**src/rtl/lbst_pkg.sv**
```systemverilog
package lbst_pkg;
   localparam int unsigned CODE_W   = 4;
   localparam int unsigned CODE_MAX = 10;
   localparam int unsigned TIM_W    = 32;
   // field positions inside the timing word
   localparam int unsigned F_WCS_OFF = 12;
   localparam int unsigned F_RD_ON   = 16;
   localparam int unsigned F_RD_OFF  = 20;
   localparam int unsigned F_WR_ON   = 24;
   localparam int unsigned F_WR_OFF  = 28;

   typedef logic [CODE_W-1:0] code_t;
   typedef enum logic [1:0] {ST_IDLE, ST_RUN, ST_FIN} seq_st_e;

   function automatic code_t clamp_code(input code_t c);
      return (c > code_t'(CODE_MAX)) ? code_t'(CODE_MAX) : c;
   endfunction
endpackage

```
**src/rtl/lbst_cfg_reg.sv**
```systemverilog
module lbst_cfg_reg #(
   parameter bit PP_PROFILE = 1'b0
) (
   input  logic                     clk,
   input  logic                     rst_n,
   input  logic                     we,
   input  logic [lbst_pkg::TIM_W-1:0] wdata,
   output logic [lbst_pkg::TIM_W-1:0] tim
);
   logic [lbst_pkg::TIM_W-1:0] rst_val;

   generate
      if (PP_PROFILE) begin : g_pp
         assign rst_val = {4'h2, 4'h1, 4'h2, 4'h1, 4'h2, 12'h000};
      end else begin : g_std
         assign rst_val = {4'h2, 4'h0, 4'h3, 4'h0, 4'h2, 12'h000};
      end
   endgenerate

   always_ff @(posedge clk or negedge rst_n) begin
      if (!rst_n)  tim <= rst_val;
      else if (we) tim <= wdata;
   end
endmodule

```
**src/rtl/lbst_edge_gen.sv**
```systemverilog
module lbst_edge_gen #(
   parameter int unsigned CNT_W = 4
) (
   input  logic                  run,
   input  logic [CNT_W-1:0]      cnt,
   input  lbst_pkg::code_t       on_code,
   input  lbst_pkg::code_t       off_code,
   output logic                  low_o,
   output logic [CNT_W-1:0]      off_eff_o
);
   import lbst_pkg::*;

   code_t            on_c, off_c;
   logic [CNT_W-1:0] on_w;

   generate
      if (CNT_W < CODE_W + 0) begin : g_bad_w
         $error("lbst_edge_gen: CNT_W too narrow");
      end
   endgenerate

   always_comb begin
      on_c      = clamp_code(on_code);
      off_c     = clamp_code(off_code);
      on_w      = CNT_W'(on_c);
      off_eff_o = (off_c > on_c) ? CNT_W'(off_c) : on_w + CNT_W'(1);
      low_o     = run && (cnt >= on_w) && (cnt < off_eff_o);
   end

   always_comb begin
      if (run) a_r2_release_clamped: assert (off_eff_o <= CNT_W'(CODE_MAX + 1));
   end
endmodule

```
**src/rtl/lbst_seq.sv**
```systemverilog
module lbst_seq #(
   parameter int unsigned CNT_W = 4
) (
   input  logic             clk,
   input  logic             rst_n,
   input  logic             req,
   input  logic [CNT_W-1:0] last,
   output logic             accept,
   output logic             run,
   output logic             done,
   output logic             busy,
   output logic [CNT_W-1:0] cnt
);
   import lbst_pkg::*;

   seq_st_e st;

   assign accept = (st == ST_IDLE) && req;
   assign run    = (st == ST_RUN);
   assign done   = (st == ST_FIN);
   assign busy   = (st != ST_IDLE);

   always_ff @(posedge clk or negedge rst_n) begin
      if (!rst_n) begin
         st  <= ST_IDLE;
         cnt <= '0;
      end else begin
         case (st)
            ST_IDLE: if (req) begin
               st  <= ST_RUN;
               cnt <= '0;
            end
            ST_RUN: if (cnt == last) st <= ST_FIN;
                    else             cnt <= cnt + CNT_W'(1);
            default: st <= ST_IDLE;
         endcase
      end
   end

   a_r8_fin_one_clock: assert property (@(posedge clk) disable iff (!rst_n)
      done |=> (st == ST_IDLE));
   a_r1_count_from_zero: assert property (@(posedge clk) disable iff (!rst_n)
      accept |=> (run && cnt == '0));
endmodule

```
**src/rtl/lb_strobe_timer.sv**
```systemverilog
module lb_strobe_timer #(
   parameter int unsigned ADDR_W     = 8,
   parameter int unsigned DATA_W     = 8,
   parameter int unsigned NUM_CS     = 2,
   parameter int unsigned RD_CS_OFF  = 4,
   parameter bit          PP_PROFILE = 1'b0
) (
   input  logic              clk,
   input  logic              rst_n,
   input  logic              cfg_we,
   input  logic [31:0]       cfg_wdata,
   input  logic              req,
   input  logic              req_wr,
   input  logic [ADDR_W-1:0] req_addr,
   input  logic [DATA_W-1:0] req_wdata,
   input  logic              mode_moto,
   input  logic [DATA_W-1:0] bus_din,
   output logic [ADDR_W-1:0] bus_addr,
   output logic [DATA_W-1:0] bus_dout,
   output logic [NUM_CS-1:0] bus_cs_n,
   output logic              bus_rd_n,
   output logic              bus_wr_n,
   output logic [1:0]        bus_ds_n,
   output logic              bus_rnw,
   output logic [DATA_W-1:0] rd_data,
   output logic              done,
   output logic              busy
);
   import lbst_pkg::*;

   localparam int unsigned CNT_W    = $clog2(CODE_MAX + 3);
   localparam int unsigned CS_SEL_W = (NUM_CS > 1) ? $clog2(NUM_CS) : 1;
   localparam int unsigned N_WIN    = 2;   // 0: strobe, 1: select/direction

   generate
      if (NUM_CS < 2 || (NUM_CS & (NUM_CS - 1)) != 0) begin : g_bad_cs
         $error("lb_strobe_timer: NUM_CS must be a power of two >= 2");
      end
      if (RD_CS_OFF < 1 || RD_CS_OFF > CODE_MAX) begin : g_bad_rdcs
         $error("lb_strobe_timer: RD_CS_OFF out of range");
      end
      if (ADDR_W < CS_SEL_W) begin : g_bad_aw
         $error("lb_strobe_timer: ADDR_W too narrow");
      end
   endgenerate

   logic [TIM_W-1:0]    tim, tim_q;
   logic                wr_q, moto_q;
   logic [CS_SEL_W-1:0] sel_q;
   logic                accept, run;
   logic [CNT_W-1:0]    cnt, last;
   code_t               on_code  [N_WIN];
   code_t               off_code [N_WIN];
   logic                win_low  [N_WIN];
   logic [CNT_W-1:0]    off_eff  [N_WIN];

   lbst_cfg_reg #(.PP_PROFILE(PP_PROFILE)) cfg_i (
      .clk(clk), .rst_n(rst_n), .we(cfg_we), .wdata(cfg_wdata), .tim(tim));

   always_ff @(posedge clk or negedge rst_n) begin
      if (!rst_n) begin
         tim_q    <= '0;
         wr_q     <= 1'b0;
         moto_q   <= 1'b0;
         sel_q    <= '0;
         bus_addr <= '0;
         bus_dout <= '0;
      end else if (accept) begin
         tim_q    <= tim;
         wr_q     <= req_wr;
         moto_q   <= mode_moto;
         sel_q    <= req_addr[ADDR_W-1 -: CS_SEL_W];
         bus_addr <= req_addr;
         bus_dout <= req_wdata;
      end
   end

   always_comb begin
      on_code[0]  = wr_q ? tim_q[F_WR_ON +: CODE_W]  : tim_q[F_RD_ON +: CODE_W];
      off_code[0] = wr_q ? tim_q[F_WR_OFF +: CODE_W] : tim_q[F_RD_OFF +: CODE_W];
      on_code[1]  = '0;
      off_code[1] = wr_q ? tim_q[F_WCS_OFF +: CODE_W] : code_t'(RD_CS_OFF);
   end

   generate
      for (genvar w = 0; w < N_WIN; w++) begin : g_win
         lbst_edge_gen #(.CNT_W(CNT_W)) edge_i (
            .run(run), .cnt(cnt), .on_code(on_code[w]), .off_code(off_code[w]),
            .low_o(win_low[w]), .off_eff_o(off_eff[w]));
      end
   endgenerate

   assign last = (off_eff[0] > off_eff[1]) ? off_eff[0] : off_eff[1];

   lbst_seq #(.CNT_W(CNT_W)) seq_i (
      .clk(clk), .rst_n(rst_n), .req(req), .last(last),
      .accept(accept), .run(run), .done(done), .busy(busy), .cnt(cnt));

   assign bus_rd_n = !(!moto_q && !wr_q && win_low[0]);
   assign bus_wr_n = !(!moto_q &&  wr_q && win_low[0]);
   assign bus_ds_n = (moto_q && win_low[0]) ? 2'b00 : 2'b11;
   assign bus_rnw  = !(moto_q && wr_q && win_low[1]);

   generate
      for (genvar c = 0; c < NUM_CS; c++) begin : g_cs
         assign bus_cs_n[c] = !(win_low[1] && (sel_q == CS_SEL_W'(c)));
      end
   endgenerate

   always_ff @(posedge clk or negedge rst_n) begin
      if (!rst_n) rd_data <= '0;
      else if (run && !wr_q && (cnt == off_eff[0] - CNT_W'(1))) rd_data <= bus_din;
   end

   a_r6_single_select: assert property (@(posedge clk) disable iff (!rst_n)
      $onehot0(~bus_cs_n));
   a_r6_select_at_ref: assert property (@(posedge clk) disable iff (!rst_n)
      $rose(busy) |-> !(&bus_cs_n));
   a_r4_strobes_exclusive: assert property (@(posedge clk) disable iff (!rst_n)
      !(!bus_rd_n && !bus_wr_n));
   a_r5_ds_excludes_rdwr: assert property (@(posedge clk) disable iff (!rst_n)
      !bus_ds_n[0] |-> (bus_rd_n && bus_wr_n));
   a_r8_done_quiet: assert property (@(posedge clk) disable iff (!rst_n)
      done |-> ((&bus_cs_n) && bus_rd_n && bus_wr_n && (&bus_ds_n) && bus_rnw));
   a_r8_done_single: assert property (@(posedge clk) disable iff (!rst_n)
      done |=> !done);
   a_r9_busy_holds_addr: assert property (@(posedge clk) disable iff (!rst_n)
      busy |=> $stable(bus_addr));
endmodule

```
**config.mk**
```make
export PLATFORM = sky130hd
export DESIGN_NAME = lb_strobe_timer
export DESIGN_NICKNAME = d
export VERILOG_FILES = /design/src/rtl/lbst_pkg.sv /design/src/rtl/lbst_cfg_reg.sv /design/src/rtl/lbst_edge_gen.sv /design/src/rtl/lbst_seq.sv /design/src/rtl/lb_strobe_timer.sv
export SDC_FILE = /design/constraint.sdc
export NUM_CORES = 1
export LEC_CHECK = 0
export BUFFER_PORTS_ARGS = -buffer_cell sky130_fd_sc_hd__buf_2
export CORE_MARGIN = 3
export CORE_UTILIZATION = 33
export DETAILED_ROUTE_END_ITERATION = 7
export PLACE_DENSITY_LB_ADDON = 0.25
export SETUP_SLACK_MARGIN = 0.3
export SLEW_MARGIN = 20
export SYNTH_ARGS = -nofsm -noshare
export SYNTH_HDL_FRONTEND = slang
export SYNTH_HIERARCHICAL = 1
export SYNTH_SLANG_ARGS = --single-unit
```
**constraint.sdc**
```tcl
create_clock -name clk -period 5.3 [get_ports clk]
set_clock_uncertainty 0.15 [all_clocks]
set_input_delay 0.795 -clock clk [delete_from_list [all_inputs] [get_ports clk]]
set_output_delay 0.795 -clock clk [all_outputs]
set_load 0.005 [all_outputs]
```
== After elaboration in Yosys (flattened, before gate mapping) ==
Cells that the tools add are included.
W data, S select, Z words.

* Register bits: 97
* Latch bits: 0
* Memory bits (writable): 0
* Memory bits (read-only): 0
* Input port bits: 62
* Output and inout bits: 33
* Memories: 0

* $add $sub $neg: 3
* Multipliers: 0
* Div/mod/pow operators: 0
* Order comparisons: 10
* Eq/ne operators: 7
* Shift-type cells: 0
* Mux-type cells: 16
* Bitwise gates (word level): 1
* Reduce and logical (&&, ||, !) cells: 28

{| class="wikitable"
|+ Operator list
! cell !! number
|-
| $mux W4 || 11
|-
| $logic_and A1 B1 Y1 || 16
|-
| $gt A4 B4 Y1 const B || 3
|-
| $add A4 B1 Y4 const B || 2
|-
| $eq A4 B4 Y1 || 2
|-
| $gt A4 B4 Y1 || 2
|-
| $lt A4 B4 Y1 || 2
|-
| $pmux W4 S2 || 1
|-
| $logic_not A1 Y1 || 7
|-
| $mux W2 || 3
|-
| $ge A4 B1 Y1 const B || 1
|-
| $ge A4 B4 Y1 || 1
|-
| $gt A4 B1 Y1 const B || 1
|-
| $ne A2 B2 Y1 const B || 2
|-
| $pmux W2 S2 || 1
|-
| $reduce_bool A2 Y1 || 2
|-
| $sub A4 B1 Y4 const B || 1
|-
| $reduce_and A3 Y1 || 1
|-
| $eq A2 B1 Y1 const B || 1
|-
| $eq A2 B2 Y1 const B || 1
|-
| $logic_not A2 Y1 || 1
|-
| $ne A2 B1 Y1 const B || 1
|-
| $reduce_and A2 Y1 || 1
|-
| $not A1 Y1 || 1
|}

== Logic depth before layout (Yosys ltp) ==
Gate-level depths: netlist of the first run.

* Depth after elaboration: 10
* Gate-level depth with buffers: 20
* Mapped depth without buffers: 18

== Modules after synthesis ==
Netlist of the first run, hierarchy kept.

{| class="wikitable"
|+ Modules (own cells, without submodules)
! module !! instances !! cells an instance !! area an instance (um2) !! seq. area each (um2)
|-
| lb_strobe_timer || 1 || 148 || 2109.5 || 1151.1
|-
| lbst_cfg_reg || 1 || 68 || 1350.0 || 805.8
|-
| lbst_edge_gen || 2 || 54 || 415.4 || 0.0
|-
| lbst_seq || 1 || 36 || 334.1 || 150.1
|}

== Least setup slack after synthesis of the first run ==
No wires, ideal clock.

* Kind: register to output
* Start point: register wr_q
* End point: output port bus_rd_n
* Arrival time: 3.805 ns
* Slack: 0.550 ns
* Stages on the path, launching flop included: 16
* Path through: dfrtp_1 clkbuf_1 buf_1 mux2_2 o21ai_0 nand2_1 ha_1 a31oi_1 nor4_4 mux2i_1 ha_1 o21a_1 o21ai_0 and3_1 a21o_1 or3b_2

{| class="wikitable"
|+ RTL lines
! element !! line !! source
|-
| start: declaration || lb_strobe_timer.sv:48 || <nowiki>logic wr_q, moto_q;</nowiki>
|-
| start signal: assignment || lb_strobe_timer.sv:70 || <nowiki>wr_q <= req_wr;</nowiki>
|-
| end: declaration || lb_strobe_timer.sv:21 || <nowiki>output logic bus_rd_n,</nowiki>
|}

==> impl_metrics.py, run 1 <==
metrics = {
    "setup_path": {
        "slowest_delay_ns": 0.38,
        "cp.required_ns": 4.36,
        "regToRegStartpoint": "wr_q$_DFFE_PN0P_",
        "critPathCaptureType": "output pin",
        "startpoint_type": "register",
        "cp.arrival_ns": 3.90,
        "cp_max_fo": 5,
        "cp_slowest_cell": "or3b_4",
        "crit_type": "register to output pin",
        "critPathLaunch": "wr_q$_DFFE_PN0P_",
        "cp_cell_sequence": "buf_6 > mux2_2 > inv_2 > nand2_2 > ha_4 > nand2_2 > a2111oi_4 > nor4_4 > buf_4 > buf_4 > o21ai_2 > ha_1 > o21a_1 > o21ai_0 > and3_1 > a21o_1 > or3b_4 > buf_2",
    },
    "placement": {
        "post-dp-hpwl_um": 5960,
        "gp_congestion": 0.817,
        "placed_cells": 587,
        "io_buffers": 82,
    },
    "synth": {
        "synthCells": 335,
        "avgSynthCellArea_sq_um": 12.3,
        "yosysWarningCount": 6,
        "syn-cell-area_sq_mm": 0.00412,
    },
    "detailed_routing": {
        "via_count": 2795,
        "dr.first_iter.drc_count": 70,
        "top_layer_used": "met4",
        "drt.antenna.violating_nets": 0,
        "vias_per_cell": 4.52,
        "wl_met2_um": 4020,
        "routedWlPerCell_um": 13.4,
        "routed_wl_um": 8250,
        "wl_met3_um": 291,
        "drc": 0,
        "first_pass_iters": 4,
        "wl_met1_um": 3820,
    },
    "final_layout": {
        "syn_to_final_growth_pct": 27.3,
        "nNetsFinal": 533,
        "stdcell_count": 618,
        "layout-drive-gt1-share_pct": 51.3,
        "finish.utilization_pct": 43.3,
        "diodes": 0,
    },
    "sta": {
        "max_freq_mhz": 207,
        "worst_pin_slew_ns": 0.882,
        "layout_worst_path_cycle_share_pct": 91.3,
        "finalHoldViolCount": 0,
        "slew_viol_final": 0,
        "max_slew_margin_pct": 41.2,
        "rsz0062_at_grt": "true",
        "setup_violations": 0,
        "fin_crit_ns": 4.84,
        "setup_tns_ns": 0,
    },
    "grt": {
        "antenna_found_initial": 0,
        "gr-total-overflow": 0,
        "grt_pass1_wl_um": 14200,
        "first_global_vias": 2875,
        "grt_max_degree": 73,
        "grt.total_usage_pct": 12.5,
    },
    "floorplan": {
        "initial_core_util_pct": 34.0,
        "rows": 40,
        "die_height_um": 118,
        "ios": 95,
        "design.core.area_sq_mm": 0.0121,
        "die_w_um": 118,
        "dieArea_sq_mm": 0.0139,
    },
    "job": {
        "drv_cap": 0,
    },
    "clock_network": {
        "cts_tree": "done",
        "clk_path_buf_depth": 2,
        "cts.sinks": 72,
        "clkSlewWorstSetupHoldPaths_ns": 0.06,
        "cts_buffers": 9,
        "clk_latency_ns": 0.32,
        "cts.htree.levels": 3,
        "root_buffer": "clkbuf_16",
    },
    "hold_path": {
        "hp-class": "register to register",
        "min_from": "tim_q[12]$_DFFE_PN0P_",
    },
    "run_status": {
        "outcome": "finished clean",
    },
}
[stage by stage]
stage                     worst slack, ns  area [sq um]  hold slack, ns
after global placement              0.320          4720           0.335
final                               0.459          5250           0.348
after detailed placement            0.192          4720           0.339
after CTS                           0.320          5090           0.352
after global routing                0.245          5250           0.365
after floorplan                     0.550          4170           0.322
[sequential cells by signal, summed over array words and instances (netlist names)]
name	flops
cfg_i/tim	20
seq_i/st	2
bus_dout	8
wr_q	1
seq_i/cnt	4
moto_q	1
sel_q	1
bus_addr	7
rd_data	8
tim_q	20
[worst paths after layout]
kind,cells after the start,end,slack [ns]
max in group asynchronous,2,wr_q$_DFFE_PN0P_,3.86
hold reg to reg,1,tim_q[12]$_DFFE_PN0P_,0.35
hold / removal,1,tim_q[12]$_DFFE_PN0P_,0.35
min in group asynchronous,2,cfg_i/tim[23]$_DFFE_PN0P_,0.53
setup / recovery,18,bus_rd_n,0.46
setup reg to reg,19,seq_i/cnt[2]$_DFFE_PN0P_,0.63
[per-layer routing]
| metal | track usage [%] | vias up |
|---|---|---|
| met5 | 0 | - |
| met4 | 4.18 | 0 |
| met3 | 2.45 | 6 |
| met2 | 20.4 | 48 |
| met1 | 16.5 | 1343 |
| li1 | - | 1398 |
[worst max-delay path, delay by kind of cell (launching register included)]
kind	cells	cell delay, ns
AO/OA/AOI/OAI	5	0.82
AND/OR/NAND/NOR	5	0.81
buffers and inverters	5	0.66
adder cells (fa/ha/maj)	2	0.54
multiplexers	1	0.37
flip-flops	1	0.36
[cell usage in the layout, fill, tap and decap left out, drive strengths merged, types with 6 or more instances in the layout]
master,instances
dfrtp,68
ha,26
o21ai,11
conb,12
a21oi,11
nand2,19
mux2i,11
nor3,8
mux2,77
buf,101
xnor2,8
nand3,6
clkbuf,12
inv,21
[layout make-up]
class,count,area (sq um)
Tap cell,168,210
Fill cell,1179,6860
Multi-Input combinational cell,240,2270
Clock buffer,12,267
Clock inverter,4,51.3
Timing Repair Buffer,101,564
Inverter,21,78.8
Sequential cell,72,1810
[repair_timing]
item,CTS,global route
setup endpoints to repair,7,9
gates resized for setup,7,25
hold buffers,0,0
endpoints found under the hold margin,0,0
pin swaps,2,8
gates cloned,0,0
buffers inserted,5,10
Power of run 1 is not shown: default switching activity piles up to over one toggle a cycle in this logic, so the estimate is an artifact.
==> inputs of run 2 (changes only) <==
--- a/config.mk
+++ b/config.mk
@@ -6,8 +6,10 @@
 export NUM_CORES = 1
 export LEC_CHECK = 0
 export BUFFER_PORTS_ARGS = -buffer_cell sky130_fd_sc_hd__buf_2
+export CAP_MARGIN = 30
+export CORE_ASPECT_RATIO = 1.75
 export CORE_MARGIN = 3
-export CORE_UTILIZATION = 33
+export CORE_UTILIZATION = 40
 export DETAILED_ROUTE_END_ITERATION = 7
 export PLACE_DENSITY_LB_ADDON = 0.25
 export SETUP_SLACK_MARGIN = 0.3
==> run 2 against run 1 <==
Compared with the run above: final cell count down 5.0%; critical path depth up 4; die area down 16%; cell area up 1.7%; sequential share of layout area down 0.58 points; hold slack worse by 0.11 ns; routed wire length up 8.1%; first-iteration DRC count down 5.7%; core utilization up 10 points; register-to-register slack worse by 0.18 ns; flip-flop and latch count unchanged.
==> impl_metrics.py, run 2 (synthesized netlist as in run 1, its figures left out) <==
metrics = {
    "clock_network": {
        "clkSlewWorstSetupHoldPaths_ns": 0.06,
        "root_buffer": "clkbuf_16",
        "cts.htree.levels": 3,
        "holdBufCountCts": 0,
        "cts_buffers": 9,
        "clk_path_buf_depth": 2,
        "cts_tree": "done",
        "clk_latency_ns": 0.33,
        "cts.sinks": 72,
    },
    "floorplan": {
        "dieArea_sq_mm": 0.0116,
        "design.core.area_sq_mm": 0.00997,
        "die_height_um": 140,
        "ios": 95,
        "rows": 48,
        "initial_core_util_pct": 41.4,
        "die_w_um": 82.8,
    },
    "sta": {
        "setup_violations": 0,
        "max_freq_mhz": 204,
        "rsz0062_at_grt": "false",
        "layout_worst_path_cycle_share_pct": 92.4,
        "setup_tns_ns": 0,
        "fin_crit_ns": 4.90,
        "worst_pin_slew_ns": 0.616,
        "max_slew_margin_pct": 58.9,
        "slew_viol_final": 0,
        "finalHoldViolCount": 0,
    },
    "grt": {
        "antenna_found_initial": 0,
        "grt_pass1_wl_um": 14400,
        "gr-total-overflow": 0,
        "first_global_vias": 3060,
        "grt.total_usage_pct": 16.3,
        "grt_max_degree": 73,
    },
    "setup_path": {
        "critical-path-top-delay-family": "buffers and inverters",
        "critPathCaptureType": "output pin",
        "startpoint_type": "register",
        "cp_cell_sequence": "buf_6 > mux2_4 > o21ai_2 > nand2_2 > buf_4 > buf_4 > buf_4 > buf_4 > buf_4 > buf_4 > buf_4 > buf_4 > buf_4 > buf_4 > buf_4 > buf_4 > mux2i_1 > buf_4 > buf_4 > a21o_1 > or3b_4 > buf_6",
        "cp.arrival_ns": 3.95,
        "slowest_delay_ns": 0.40,
        "cp_slowest_cell": "dfrtp_2",
        "cp.required_ns": 4.36,
        "cp_max_fo": 5,
        "crit_type": "register to output pin",
        "cp_num_buf_inv": 16,
        "path_common_cell": "buf_4",
    },
    "placement": {
        "io_buffers": 82,
        "post-dp-hpwl_um": 6460,
        "gp_congestion": 0.751,
        "placed_cells": 544,
    },
    "detailed_routing": {
        "via_count": 2912,
        "routed_wl_um": 8920,
        "routedWlPerCell_um": 15.2,
        "vias_per_cell": 4.96,
        "drt.antenna.violating_nets": 0,
        "dr.first_iter.drc_count": 66,
        "first_pass_iters": 4,
        "drc": 0,
    },
    "final_layout": {
        "stdcell_count": 587,
        "diodes": 0,
        "reg_top3": "cfg_i/tim x20, tim_q x20",
        "final_common_cell": "buf_2",
        "layout-drive-gt1-share_pct": 51.9,
        "nNetsFinal": 545,
        "syn_to_final_growth_pct": 29.5,
        "final_cell_mix": "buf_2 (81), dfrtp_1 (67), mux2_2 (54)",
    },
    "run_status": {
        "outcome": "finished clean",
    },
    "job": {
        "drv_cap": 0,
    },
    "hold_path": {
        "hp-class": "input port to asynchronous set/reset pin",
    },
}
==> run 2: cell types whose count changed in the layout (fill, tap and decap cells not counted), sizes merged <==
cell,change
clkinv,-2
bufinv,+2
inv,+2
clkbuf,-2
buf,+12
==> run 2: worst paths after layout <==
path	start	to	slack [ns]	cells after the start
max	wr_q$_DFFE_PN0P_	bus_rd_n	0.40	22
min	rst_n	rd_data[3]$_DFFE_PN0P_	0.24	2
max reg2reg	wr_q$_DFFE_PN0P_	seq_i/cnt[2]$_DFFE_PN0P_	0.45	27
min reg2reg	rd_data[5]$_DFFE_PN0P_	rd_data[5]$_DFFE_PN0P_	0.35	1
max in group asynchronous	rst_n	cfg_i/tim[13]$_DFFE_PN1P_	4.16	3
min in group clk	rd_data[5]$_DFFE_PN0P_	rd_data[5]$_DFFE_PN0P_	0.35	1
==> run 2: cell type report <==
cell class / instances / area, sq um
clock buffers: 10 / 229
clock inverters: 6 / 115
fillers: 924 / 4630
inverters: 21 / 81.3
multi-input cells: 240 / 2280
flip-flops and latches: 72 / 1810
well taps: 125 / 156
repair buffers: 113 / 673
==> run 2: metal layers <==
metal  up-vias  global-route usage, %  share of wire [%]
li1       1419                      -                  -
met1      1432                   16.9                 36
met2        38                   30.0                 59
met3        23                   3.41                2.0
met4         0                   7.41                3.3
met5         -                      0                  0
==> run 2: worst register-to-register path, delay by kind of cell (launching register included) <==
family | cells | cell delay (ns)
buf+inv | 16 | 1.87
mux | 4 | 0.88
simple gates | 3 | 0.58
compound gates | 2 | 0.43
flops | 1 | 0.40
fa+ha+maj | 1 | 0.27
xor+xnor | 1 | 0.15
==> run 2: stage by stage <==
stage               setup WS [ns]  cell area (sq um)  hold slack (ns)  util [%]
global placement            0.405               4660            0.334      46.8
detailed placement          0.224               4660            0.340      46.8
finish                      0.404               5340            0.240      53.6
CTS                         0.310               5150            0.354      51.7
floorplan                   0.550               4170            0.322         -
global route                0.271               5340            0.261      53.6
==> run 2: timing repair <==
item / CTS / global route
setup buffers: 17 / 9
setup endpoints to repair: 8 / 9
pin swaps: 2 / 12
gates resized for setup: 9 / 24
Power of run 2 is left out for the same reason.
==> inputs of run 3 (changes only) <==
--- a/config.mk
+++ b/config.mk
@@ -10,6 +10,7 @@
 export CORE_ASPECT_RATIO = 1.75
 export CORE_MARGIN = 3
 export CORE_UTILIZATION = 40
+export CTS_BUF_LIST = sky130_fd_sc_hd__clkbuf_4 sky130_fd_sc_hd__clkbuf_8
 export DETAILED_ROUTE_END_ITERATION = 7
 export PLACE_DENSITY_LB_ADDON = 0.25
 export SETUP_SLACK_MARGIN = 0.3
==> run 3 against run 2 <==
Compared with the run above: critical path depth decreased by 8; flip-flop and latch count unchanged; setup slack improved by 0.040 ns; register-to-register slack improved by 0.12 ns; sequential share of layout area increased by 1.5 points; critical path type unchanged; critical endpoint unchanged.
==> impl_metrics.py, run 3 (synthesized netlist as in run 1, its figures left out) <==
metrics = {
    "setup_path": {
        "cp.arrival_ns": 3.91,
        "critPathLaunch": "wr_q$_DFFE_PN0P_",
        "cp.required_ns": 4.36,
        "crit_type": "register to output pin",
        "cp_num_buf_inv": 1,
        "r2r_setup_slack_ns": 0.57,
        "cp_slowest_cell": "dfrtp_2",
        "cp_max_fo": 8,
        "critical-path-top-delay-family": "simple AND/OR/NAND/NOR gates",
        "cp_cell_sequence": "mux2_4 > o21ai_2 > nand2_1 > ha_4 > a31oi_4 > nor4_4 > mux2i_1 > ha_1 > o21a_1 > o21ai_1 > and3_1 > a21o_1 > or3b_4 > buf_6",
        "critPathCaptureType": "output pin",
        "r2r_cells": 18,
        "worstReg2RegEnd": "seq_i/cnt[2]$_DFFE_PN0P_",
        "regToRegStartpoint": "wr_q$_DFFE_PN0P_",
        "startpoint_type": "register",
        "slowest_delay_ns": 0.51,
    },
    "placement": {
        "post-dp-hpwl_um": 6460,
        "io_buffers": 82,
        "place_ws_ns": 0.224,
        "placed_cells": 544,
        "gp_congestion": 0.751,
    },
    "final_layout": {
        "syn_to_final_growth_pct": 24.1,
        "stdcell_count": 570,
        "final_common_cell": "buf_2",
        "nNetsFinal": 528,
        "finish.utilization_pct": 51.3,
        "reg_top3": "cfg_i/tim x20, tim_q x20",
        "diodes": 0,
        "layout-drive-gt1-share_pct": 50.1,
        "final_cell_mix": "buf_2 (81), dfrtp_1 (67), mux2_2 (52)",
    },
    "floorplan": {
        "die_w_um": 82.8,
        "dieArea_sq_mm": 0.0116,
        "rows": 48,
        "ios": 95,
        "design.core.area_sq_mm": 0.00997,
        "initial_core_util_pct": 41.4,
        "die_height_um": 140,
    },
    "job": {
        "drv_cap": 0,
    },
    "run_status": {
        "outcome": "finished clean",
    },
    "clock_network": {
        "cts.htree.levels": 3,
        "cts_buffers": 9,
        "holdBufCountCts": 0,
        "cts_tree": "done",
        "cts.sinks": 72,
        "clk_latency_ns": 0.36,
        "root_buffer": "clkbuf_8",
        "clkSlewWorstSetupHoldPaths_ns": 0.08,
        "clk_path_buf_depth": 2,
    },
    "grt": {
        "grt_pass1_wl_um": 14000,
        "antenna_found_initial": 0,
        "gr-total-overflow": 0,
        "grt_max_degree": 73,
        "grt.total_usage_pct": 15.7,
        "first_global_vias": 2983,
    },
    "sta": {
        "layout_worst_path_cycle_share_pct": 91.6,
        "max_freq_mhz": 206,
        "finalHoldViolCount": 0,
        "setup_tns_ns": 0,
        "fin_crit_ns": 4.86,
        "slew_viol_final": 0,
        "setup_violations": 0,
        "rsz0062_at_grt": "true",
        "final.setup.worst_slack_ns": 0.444,
        "max_slew_margin_pct": 58.5,
        "worst_pin_slew_ns": 0.623,
    },
    "detailed_routing": {
        "vias_per_cell": 4.96,
        "routedWlPerCell_um": 14.8,
        "via_count": 2826,
        "first_pass_iters": 4,
        "routed_wl_um": 8450,
        "drt.antenna.violating_nets": 0,
        "drc": 0,
        "dr.first_iter.drc_count": 62,
    },
    "hold_path": {
        "hp-class": "input port to asynchronous set/reset pin",
    },
}
run 3: changes by cell type in the layout (fill, tap and decap cells not counted), moves of 2 or more:
cell,previous run,this run
buf_4,29,12
clkbuf_8,0,9
mux2_4,23,25
mux2_2,54,52
clkbuf_16,9,0
run 3: per-stage QoR:
step           hold WS, ns  area (sq um)
4_1_cts              0.359          4950
3_5_place_dp         0.340          4660
2_1_floorplan        0.322          4170
6_report             0.214          5120
5_1_grt              0.226          5120
3_3_place_gp         0.334          4660
run 3: final cells by class:
class	instances	area (sq um)
clock buffer	10	131
inverter	21	78.8
clock inverter	6	115
multi-input combinational	240	2280
sequential	72	1810
fill	957	4850
timing repair buffer	96	546
tap	125	156
run 3: worst max path at each step:
stage / to / slack (ns) / depth (start not counted)
floorplan: bus_rd_n / 0.55 / 15
global placement: bus_rd_n / 0.40 / 15
detailed placement: seq_i/cnt[2]$_DFFE_PN0P_ / 0.22 / 17
CTS: bus_rd_n / 0.30 / 14
global route: bus_rd_n / 0.23 / 14
finish: bus_rd_n / 0.44 / 14
run 3: routing by layer:
metal	global-route usage, %	vias up	wire length (um)
li1	-	1381	-
met1	16.3	1390	3030
met2	28.7	37	5000
met3	3.22	18	174
met4	7.75	0	244
met5	0	-	0
run 3: what timing repair did:
item                                    in CTS  in global routing
buffers inserted                             3                  6
pin swaps                                    1                  8
gates resized for setup                      5                 25
endpoints found under the setup margin       8                  7
Power of run 3 is left out for the same reason.
